**src/rtl/wdog_pkg.sv**
```systemverilog
package wdog_pkg;

    localparam int SEL_W  = 4;
    localparam int DATA_W = 8;

    // Register image; field order is the bit layout (msb first).
    typedef struct packed {
        logic       flag;
        logic       ie;
        logic       sel_hi;
        logic       chg;
        logic       re;
        logic [2:0] sel_lo;
    } wdog_reg_t;

    typedef enum logic [1:0] {
        MODE_OFF  = 2'b00,
        MODE_IRQ  = 2'b01,
        MODE_RST  = 2'b10,
        MODE_BOTH = 2'b11
    } wdog_mode_e;

    function automatic wdog_mode_e mode_of(logic ie, logic re);
        return wdog_mode_e'({re, ie});
    endfunction

    function automatic logic [SEL_W-1:0] clamp_sel(logic [SEL_W-1:0] s, int max_sel);
        if (int'(s) > max_sel)
            return SEL_W'(max_sel);
        return s;
    endfunction

endpackage

```
**src/rtl/wdog_csr.sv**
```systemverilog
module wdog_csr
    import wdog_pkg::*;
#(
    parameter int WIN_CYCLES = 4
) (
    input  logic              clk,
    input  logic              rst,
    input  logic              wr_en_i,
    input  logic [DATA_W-1:0] wr_data_i,
    input  logic              hw_ie_clr_i,
    input  logic              flag_i,
    output logic              w1c_o,
    output logic              ie_o,
    output logic              re_o,
    output logic [SEL_W-1:0]  sel_o,
    output wdog_reg_t         reg_o
);
    localparam int WIN_W = $clog2(WIN_CYCLES + 1);

    wdog_reg_t        wd;
    logic             ie_q, re_q;
    logic [SEL_W-1:0] sel_q;
    logic [WIN_W-1:0] win_q;
    logic             win_open;
    logic             unlock;

    assign wd       = wdog_reg_t'(wr_data_i);
    assign unlock   = wd.chg & wd.re;
    assign win_open = (win_q != '0);

    always_ff @(posedge clk) begin
        if (rst) begin
            ie_q  <= 1'b0;
            re_q  <= 1'b0;
            sel_q <= '0;
            win_q <= '0;
        end else begin
            if (wr_en_i) begin
                ie_q <= wd.ie;
                if (win_open) begin
                    re_q  <= wd.re;
                    sel_q <= {wd.sel_hi, wd.sel_lo};
                    win_q <= '0;
                end else begin
                    re_q  <= re_q | wd.re;
                    win_q <= unlock ? WIN_W'(WIN_CYCLES) : '0;
                end
            end else if (win_open) begin
                win_q <= win_q - 1'b1;
            end
            if (hw_ie_clr_i)
                ie_q <= 1'b0;
        end
    end

    assign w1c_o = wr_en_i & wd.flag;
    assign ie_o  = ie_q;
    assign re_o  = re_q;
    assign sel_o = sel_q;

    always_comb begin
        reg_o        = '0;
        reg_o.flag   = flag_i;
        reg_o.ie     = ie_q;
        reg_o.sel_hi = sel_q[3];
        reg_o.chg    = win_open;
        reg_o.re     = re_q;
        reg_o.sel_lo = sel_q[2:0];
    end

    // locked writes cannot move the period
    a_r11_sel_locked: assert property (@(posedge clk) disable iff (rst)
        (wr_en_i && !win_open) |=> (sel_q == $past(sel_q)));

    // locked writes cannot clear the reset enable
    a_r11_re_kept: assert property (@(posedge clk) disable iff (rst)
        (wr_en_i && !win_open && re_q) |=> re_q);

endmodule

```
**src/rtl/wdog_counter.sv**
```systemverilog
module wdog_counter
    import wdog_pkg::*;
#(
    parameter int BASE_LOG2 = 11,
    parameter int MAX_SEL   = 9
) (
    input  logic             clk,
    input  logic             rst,
    input  logic             run_i,
    input  logic             tick_i,
    input  logic             kick_i,
    input  logic [SEL_W-1:0] sel_i,
    output logic             timeout_o
);
    localparam int CNT_W = BASE_LOG2 + MAX_SEL;

    logic [CNT_W-1:0] cnt_q;
    logic [CNT_W-1:0] last_cnt;
    logic [SEL_W-1:0] sel_c;

    always_comb begin
        sel_c    = clamp_sel(sel_i, MAX_SEL);
        last_cnt = {CNT_W{1'b1}} >> (MAX_SEL - int'(sel_c));
    end

    // A shortened period takes effect at once: any count at or past the end fires.
    assign timeout_o = run_i & tick_i & ~kick_i & (cnt_q >= last_cnt);

    always_ff @(posedge clk) begin
        if (rst || !run_i || kick_i)
            cnt_q <= '0;
        else if (tick_i)
            cnt_q <= timeout_o ? '0 : cnt_q + 1'b1;
    end

    // a kick restarts the count
    a_r5_kick_restart: assert property (@(posedge clk) disable iff (rst)
        kick_i |=> (cnt_q == '0));

    // the count restarts after a time-out
    a_r3_restart_after_timeout: assert property (@(posedge clk) disable iff (rst)
        timeout_o |=> (cnt_q == '0));

endmodule

```
**src/rtl/wdog_event.sv**
```systemverilog
module wdog_event
    import wdog_pkg::*;
(
    input  logic clk,
    input  logic rst,
    input  logic timeout_i,
    input  logic ie_i,
    input  logic re_i,
    input  logic gie_i,
    input  logic ack_i,
    input  logic w1c_i,
    output logic flag_o,
    output logic ie_clr_o,
    output logic irq_o,
    output logic sys_rst_o
);
    wdog_mode_e mode;
    logic       set_flag, escalate, rst_req, clr_flag;
    logic       flag_q, esc_q, rst_q;

    always_comb begin
        mode     = mode_of(ie_i, re_i);
        set_flag = 1'b0;
        escalate = 1'b0;
        rst_req  = 1'b0;
        case (mode)
            MODE_IRQ:  set_flag = timeout_i;
            MODE_RST:  rst_req  = timeout_i;
            MODE_BOTH: begin
                set_flag = timeout_i;
                escalate = timeout_i;
            end
            default: ;
        endcase
    end

    assign clr_flag = ack_i | w1c_i;

    always_ff @(posedge clk) begin
        if (rst) begin
            flag_q <= 1'b0;
            esc_q  <= 1'b0;
            rst_q  <= 1'b0;
        end else begin
            rst_q <= rst_req;
            if (set_flag)
                flag_q <= 1'b1;
            else if (clr_flag)
                flag_q <= 1'b0;
            if (escalate)
                esc_q <= 1'b1;
            else if (clr_flag)
                esc_q <= 1'b0;
        end
    end

    assign flag_o    = flag_q;
    assign ie_clr_o  = escalate;
    assign irq_o     = gie_i & flag_q & (ie_i | esc_q);
    assign sys_rst_o = rst_q;

    // reset request lasts one cycle
    a_r9_rst_single: assert property (@(posedge clk) disable iff (rst)
        sys_rst_o |=> !sys_rst_o);

    // acknowledge or write-one clears the flag
    a_r8_clear_flag: assert property (@(posedge clk) disable iff (rst)
        (clr_flag && !timeout_i) |=> !flag_q);

    // first combined time-out raises flag and drops the enable
    a_r10_escalate: assert property (@(posedge clk) disable iff (rst)
        (timeout_i && ie_i && re_i) |=> (flag_q && !ie_i && irq_o == gie_i));

    // no request without global enable and flag
    a_r7_irq_gated: assert property (@(posedge clk) disable iff (rst)
        irq_o |-> (gie_i && flag_q));

endmodule

```
**src/rtl/wdog_irq_timer.sv**
```systemverilog
module wdog_irq_timer
    import wdog_pkg::*;
#(
    parameter int BASE_LOG2  = 11,
    parameter int MAX_SEL    = 9,
    parameter int WIN_CYCLES = 4
) (
    input  logic       clk,
    input  logic       rst,
    input  logic       tick_i,
    input  logic       kick_i,
    input  logic       wr_en_i,
    input  logic [7:0] wr_data_i,
    input  logic       gie_i,
    input  logic       irq_ack_i,
    output logic [7:0] rd_data_o,
    output logic       irq_o,
    output logic       sys_rst_o
);
    logic             ie, re, flag, w1c, ie_clr, timeout;
    logic [SEL_W-1:0] sel;
    wdog_reg_t        reg_view;

    wdog_csr #(.WIN_CYCLES(WIN_CYCLES)) csr_i (
        .clk        (clk),
        .rst        (rst),
        .wr_en_i    (wr_en_i),
        .wr_data_i  (wr_data_i),
        .hw_ie_clr_i(ie_clr),
        .flag_i     (flag),
        .w1c_o      (w1c),
        .ie_o       (ie),
        .re_o       (re),
        .sel_o      (sel),
        .reg_o      (reg_view)
    );

    wdog_counter #(.BASE_LOG2(BASE_LOG2), .MAX_SEL(MAX_SEL)) cnt_i (
        .clk      (clk),
        .rst      (rst),
        .run_i    (ie | re),
        .tick_i   (tick_i),
        .kick_i   (kick_i),
        .sel_i    (sel),
        .timeout_o(timeout)
    );

    wdog_event evt_i (
        .clk      (clk),
        .rst      (rst),
        .timeout_i(timeout),
        .ie_i     (ie),
        .re_i     (re),
        .gie_i    (gie_i),
        .ack_i    (irq_ack_i),
        .w1c_i    (w1c),
        .flag_o   (flag),
        .ie_clr_o (ie_clr),
        .irq_o    (irq_o),
        .sys_rst_o(sys_rst_o)
    );

    assign rd_data_o = reg_view;

    // with both enables clear nothing is requested
    a_r3_off_silent: assert property (@(posedge clk) disable iff (rst)
        (!ie && !re) |=> !sys_rst_o);

endmodule

```
**config.mk**
```make
export PLATFORM = sky130hd
export DESIGN_NAME = wdog_irq_timer
export DESIGN_NICKNAME = d
export VERILOG_FILES = /design/src/rtl/wdog_pkg.sv /design/src/rtl/wdog_csr.sv /design/src/rtl/wdog_counter.sv /design/src/rtl/wdog_event.sv /design/src/rtl/wdog_irq_timer.sv
export SDC_FILE = /design/constraint.sdc
export NUM_CORES = 1
export LEC_CHECK = 0
export ABC_AREA = 1
export ABC_CLOCK_PERIOD_IN_PS = 3800
export BUFFER_PORTS_ARGS = -buffer_cell sky130_fd_sc_hd__buf_2
export CORE_ASPECT_RATIO = 1.4
export CORE_UTILIZATION = 58
export CTS_CLUSTER_SIZE = 25
export DETAILED_ROUTE_END_ITERATION = 8
export PLACE_DENSITY = 0.88
export SETUP_SLACK_MARGIN = 0.5
export SLEW_MARGIN = 10
export SYNTH_ARGS = -nofsm -noshare
export SYNTH_HDL_FRONTEND = slang
export SYNTH_SLANG_ARGS = --single-unit
```
**constraint.sdc**
```tcl
create_clock -name clk -period 3.8 [get_ports clk]
set_clock_uncertainty 0.1 [all_clocks]
set_input_delay 0.76 -clock clk [delete_from_list [all_inputs] [get_ports clk]]
set_output_delay 0.76 -clock clk [all_outputs]
set_load 0.005 [all_outputs]
```
* Word level (Yosys, flattened, before mapping)
Cells that the tools add are included.
** Word-level totals
- Input bits :: 15
- Flip-flop bits (word level) :: 32
- Output and inout port bits :: 10
** Cells by class
- Magnitude comparators :: 2
- Bitwise logic cells :: 13
- Reduce and logical (&&, ||, !) cells :: 11
- Shift-type cells :: 1
- Multiplexer cells :: 14
- Equality and inequality tests :: 3
- Add/sub/neg operators :: 3
** Operator list (number)
- >> shifter 20 x 32 -> 20 bit, first input constant :: 1
- adder 20 x 1 -> 20 bit, second input constant :: 1
- >= comparator 20 bit :: 1
- two-way mux 20 bit :: 1
- two-way mux 3 bit :: 4
- two-way mux 4 bit :: 2
- bitwise AND 1 bit :: 7
- two-way mux 1 bit :: 7
- nonzero test 2 bit :: 3
- OR reduction 2 bit :: 3
- subtractor 4 x 4 -> 5 bit, first input constant :: 1
- == test 2 bit, second input constant :: 2
- greater-than comparator 4 bit, second input constant :: 1
- OR 1 bit :: 4
- nonzero test 3 bit :: 1
- subtractor 3 x 1 -> 3 bit, second input constant :: 1
- == test 2 x 1 -> 1 bit, second input constant :: 1
- logical OR 1 bit :: 2
- inverter 1 bit :: 2
- AND reduction 2 bit :: 1
- zero test 1 bit :: 1

* Logic depth before layout (Yosys ltp)
- Depth after elaboration :: 9
- Depth in mapped cells :: 20
- Mapped depth without buffers :: 19

* Cells and area by module
A second synthesis with hierarchy kept.
** Unflattened totals
- Cell total of the unflattened synthesis :: 331
- Area, all modules :: 2253.4 um2
** By module, submodules not included
- wdog_counter :: seq. area each 400.4 um2, instances 1, area each 1610.3 um2, cells each 242
- wdog_csr :: seq. area each 180.2 um2, instances 1, area each 509.2 um2, cells each 70
- wdog_event :: seq. area each 60.1 um2, instances 1, area each 122.6 um2, cells each 16
- wdog_irq_timer :: seq. area each 0.0 um2, instances 1, area each 11.3 um2, cells each 3

* Worst setup path after synthesis
Ideal clock, no wire load.
- Path kind :: reg2reg
- Start :: reg csr_i.sel_q[1] (netlist: csr_i.sel_o[1])
- End :: reg cnt_i.cnt_q[13]
- Slack :: 761 ps
- Period minus slack after synthesis :: 3039 ps
- Stages on the path, launching flop included :: 19
- Data arrival time :: 2821 ps
- Setup time :: 117 ps
- Required time :: 3583 ps
- Cell sequence :: dfxtp_1 -> o21ai_0 -> nand2_1 -> ha_1 -> xnor2_1 -> inv_1 -> nor2_1 -> nand2_1 -> ha_1 -> nand2_1 -> nor2_2 -> nand2_1 -> nor2_1 -> nand2_1 -> nand4_2 -> nand2_4 -> nand2_4 -> buf_6 -> nor2_1
** On the way
- Cells in the longest elaborated chain, start to end :: 8
** Ends and longest elaborated chain
- start, declared :: line wdog_csr.sv:22 : logic [SEL_W-1:0] sel_q;
- start signal, assigned :: line wdog_csr.sv:42 : sel_q <= {wd.sel_hi, wd.sel_lo};
- greater-than comparator 4 bit :: line wdog_pkg.sv:28 : if (int'(s) > max_sel)
- two-way mux 1 bit :: line wdog_pkg.sv:28
- two-way mux 4 bit * :: line wdog_pkg.sv:30 : return s;
- subtractor 4 x 4 -> 5 bit * :: line wdog_counter.sv:23 : last_cnt = {CNT_W{1'b1}} >> (MAX_SEL - int'(sel_c));
- >> shifter 20 x 32 -> 20 bit * :: line wdog_counter.sv:23
- >= comparator 20 bit * :: line wdog_counter.sv:27 : assign timeout_o = run_i & tick_i & ~kick_i & (cnt_q >= last_cnt);
- bitwise AND 1 bit * :: line wdog_counter.sv:27
- two-way mux 20 bit * :: line wdog_counter.sv:33 : cnt_q <= timeout_o ? '0 : cnt_q + 1'b1;
- end signal, assigned :: line wdog_counter.sv:33
- end, declared :: line wdog_counter.sv:17 : logic [CNT_W-1:0] cnt_q;
Every way passes the cells marked *; elsewhere a longest branch is shown, timed or not.
A chain may end at the register's enable or synchronous reset.

* Worst setup path in the final report
- Start :: reg csr_i.sel_q[2] (netlist: csr_i.sel_o[2])
- End :: reg cnt_i.cnt_q[18]
The elaborated chain is that of the path after synthesis.

==> flow_metrics.env <==
export IMPL_yosysUniqueCellTypes=29
export IMPL_power_per_cell_area_nw_per_um2=325
export IMPL_ys_seq_elements=32
export IMPL_globalplace_congestion=0.836
export IMPL_numClockSinks=32
export IMPL_synth_avg_cell_area_sq_um=6.75
export IMPL_start_util_pct=60.2
export IMPL_design_power_total_uw=794
export IMPL_first_iter_violations=50
export IMPL_ant_nets=0
export IMPL_report_final_slew_viol_count=0
export IMPL_flow_area_growth_from_synthesis_pct=11.2
export IMPL_drv_cap=0
export IMPL_worst_setup_start_kind="flop"
export IMPL_via_count=2063
export IMPL_rsz0062_at_grt="false"
export IMPL_netlist_area_sq_um=2190
export IMPL_finalWirelength_microns=4530
export IMPL_critical_path_most_common_cell="nand2_1"
export IMPL_p_clk_share_pct=30.8
export IMPL_irDropWorstVdd_mv=0.315
export IMPL_worst_setup_hold_path_clk_slew_ns=0.07
export IMPL_die_h_microns=74.8
export IMPL_dr_drc_count=0
export IMPL_first_pass_grt_wire_length_microns=7420
export IMPL_totalNegativeSetupSlack_ns=0
export IMPL_grt_pass1_vias=1835
export IMPL_num_nets_final=394
export IMPL_worst_path_buf_inv=1
export IMPL_cell_internal_pwr_uw=541
export IMPL_path_class="reg -> reg"
export IMPL_period_share_pct=80.8
export IMPL_cts_made_buffers=5
export IMPL_swShare_pct=31.9
export IMPL_fp_dieW_microns=54.0
export IMPL_cp_arrival_ns=3.16
export IMPL_cts_root_buffer_cell="clkbuf_8"
export IMPL_crit_path_cell_trace="o21ai_1, nand2_1, ha_1, xnor2_2, inv_1, nor2_2, nand2_1, ha_1, nand2_1, nor2_2, nand2_1, nor2_1, nand2_1, nand4_2, nand2_4, nand2_8, nor2_1"
export IMPL_port_buffers=24
export IMPL_finalSetupViolations=0
export IMPL_cts_hold_buffers=0
export IMPL_grt_total_usage_pct=25.3
export IMPL_floorplan_rows=26
export IMPL_upper_clock_frequency_limit_mhz=326
export IMPL_floorplan_core_area_sq_um=3640
export IMPL_htree_levels=2
export IMPL_hold_path_class="reg -> reg"
export IMPL_place_worst_setup_slack_ns=0.430
export IMPL_power_frac_seq_pct=44.5
export IMPL_cp_data_required_time_ns=3.88
export IMPL_p_switching_uw=253
export IMPL_io_pin_count=25
export IMPL_grt_ovfl_total=0
export IMPL_dr_pass1_iters=4
export IMPL_hold_viol_final=0
export IMPL_critical_path_endpoint_type="flop"
export IMPL_p_leak_nw=1.18
export IMPL_clockBufferDepth=2
export IMPL_cpLargestDelayFamily="simple AND/OR/NAND/NOR gates"
export IMPL_maximum_number_of_pins_on_one_net_before_global_route_repair=16
export IMPL_drive_gt1_share_pct=13.0
export IMPL_full_die_area_sq_um=4040
export IMPL_nFillCells=309
export IMPL_wire_per_inst_microns=11.4
export IMPL_worst_path_max_fanout=15
export IMPL_dp_cells=389
export IMPL_critical_path_slowest_cell="dfxtp_1"
export IMPL_initial_antenna_violation_count=0
export IMPL_antenna_cells_inserted=0
export IMPL_power_combinational_fraction_pct=24.7
export IMPL_clock_insertion_delay_worst_skew_ns=0.29
export IMPL_detailed_place_hpwl_microns=3630
export IMPL_final_critical_path_setup_slack_ns=0.729
export IMPL_outcome="completed"
export IMPL_timing_critical_path_slowest_cell_delay_ns=0.35
export IMPL_post_drt_via_cell_ratio=5.20
export IMPL_yosysSeqAreaShare_pct=29.2
export IMPL_yosys_warnings=0
export IMPL_clock_tree_from_tritoncts="done"
export IMPL_synthesis_instances=325
export IMPL_fin_cells=397
export IMPL_holdWs_ns=0.369
export IMPL_layout_min_cycle_time_ns=3.07
==> layer usage <==
metal,wire (microns),track usage [%]
met5,0,0
met4,199,14.8
met3,130,5.66
met2,2350,43.8
met1,1850,27.4
==> cells in the final DEF (no fill, tap or decap), types with 6 or more instances in the layout <==
cell	n
nand2_1	79
inv_1	46
dfxtp_1	32
buf_2	24
nor2_1	51
xor2_1	7
ha_1	24
nand3_1	16
nor3_1	6
o21ai_0	16
a21oi_1	15
==> area by class of cell <==
class                   count  area, sq um  area share [%]
inverters                  46          173            7.07
multi-input cells         245         1370            56.1
flip-flops and latches     32          641            26.2
clock buffers               6         72.6            2.97
repair buffers             25          128            5.23
well taps                  42         52.6            2.15
clock inverters             1         5.00           0.205
==> synthesized netlist by cell type <==
cell type / n / area share (%)
o21ai_0: 17 / 3.9
o211a_1: 1 / 0.46
nand3b_1: 1 / 0.34
nand3_1: 16 / 3.6
nand4_2: 1 / 0.57
nor3_1: 6 / 1.4
buf_4: 4 / 1.4
xnor2_1: 3 / 1.2
nor3_4: 1 / 0.74
a21oi_2: 1 / 0.40
nor2_2: 3 / 0.86
a21o_1: 1 / 0.34
a21oi_1: 15 / 3.4
o22ai_1: 2 / 0.57
xor2_1: 7 / 2.8
nand2_2: 2 / 0.57
nor2_4: 1 / 0.51
ha_1: 24 / 14
nand2_4: 2 / 1.0
o21bai_1: 1 / 0.34
nand4_1: 2 / 0.57
buf_6: 1 / 0.51
nand2_1: 79 / 14
dfxtp_1: 32 / 29
nor3b_2: 1 / 0.57
nor2_1: 52 / 8.9
conb_1: 2 / 0.34
nor3_2: 1 / 0.46
inv_1: 46 / 7.9
==> power by group through the flow <==
stage	Sequential (mW)	Combinational (mW)	Clock (mW)
after global placement	0.360	0.179	0
final	0.354	0.196	0.245
after global routing	0.355	0.226	0.264
after floorplan	0.359	0.141	0
after CTS	0.354	0.189	0.248
after detailed placement	0.361	0.185	0
==> cells by family (layout without fill, tap and decap cells) <==
kind of cell | count (synthesis) | count (layout) | synth area share [%]
flops | 32 | 32 | 29.2
compound gates | 38 | 38 | 9.41
xor+xnor | 10 | 10 | 3.99
other cells | 2 | 5 | 0.342
buf+inv | 51 | 78 | 9.75
simple gates | 168 | 168 | 33.6
fa+ha+maj | 24 | 24 | 13.7
==> flip-flops by register name (all words and copies together), names as in the netlist <==
register	count
evt_i.sys_rst_o	1
evt_i.flag_o	1
csr_i.re_o	1
evt_i.esc_q	1
csr_i.sel_o	4
csr_i.ie_o	1
cnt_i.cnt_q	20
csr_i.win_q	3
==> worst paths after layout <==
kind	startpoint	endpoint	slack, ns	cells past startpoint
hold reg to reg	csr_i.win_q[0]	csr_i.win_q[0]	0.37	1
setup / recovery	csr_i.sel_o[2]	cnt_i.cnt_q[18]	0.73	17
setup reg to reg	csr_i.sel_o[2]	cnt_i.cnt_q[18]	0.73	17
hold / removal	csr_i.win_q[0]	csr_i.win_q[0]	0.37	1
==> repair_timing <==
action	CTS	global route
pin swaps	0	1
endpoints found under the setup margin	15	22
setup buffers	0	1
gates resized for setup	1	3
==> stage by stage <==
stage          cell area [sq um]  utilization [%]
2_1_floorplan               2210                -
3_3_place_gp                2340             64.1
3_5_place_dp                2340             64.1
4_1_cts                     2420             66.5
5_1_grt                     2440             67.0
6_report                    2440             67.0
Note: power is estimated with default switching activity, not from simulation.
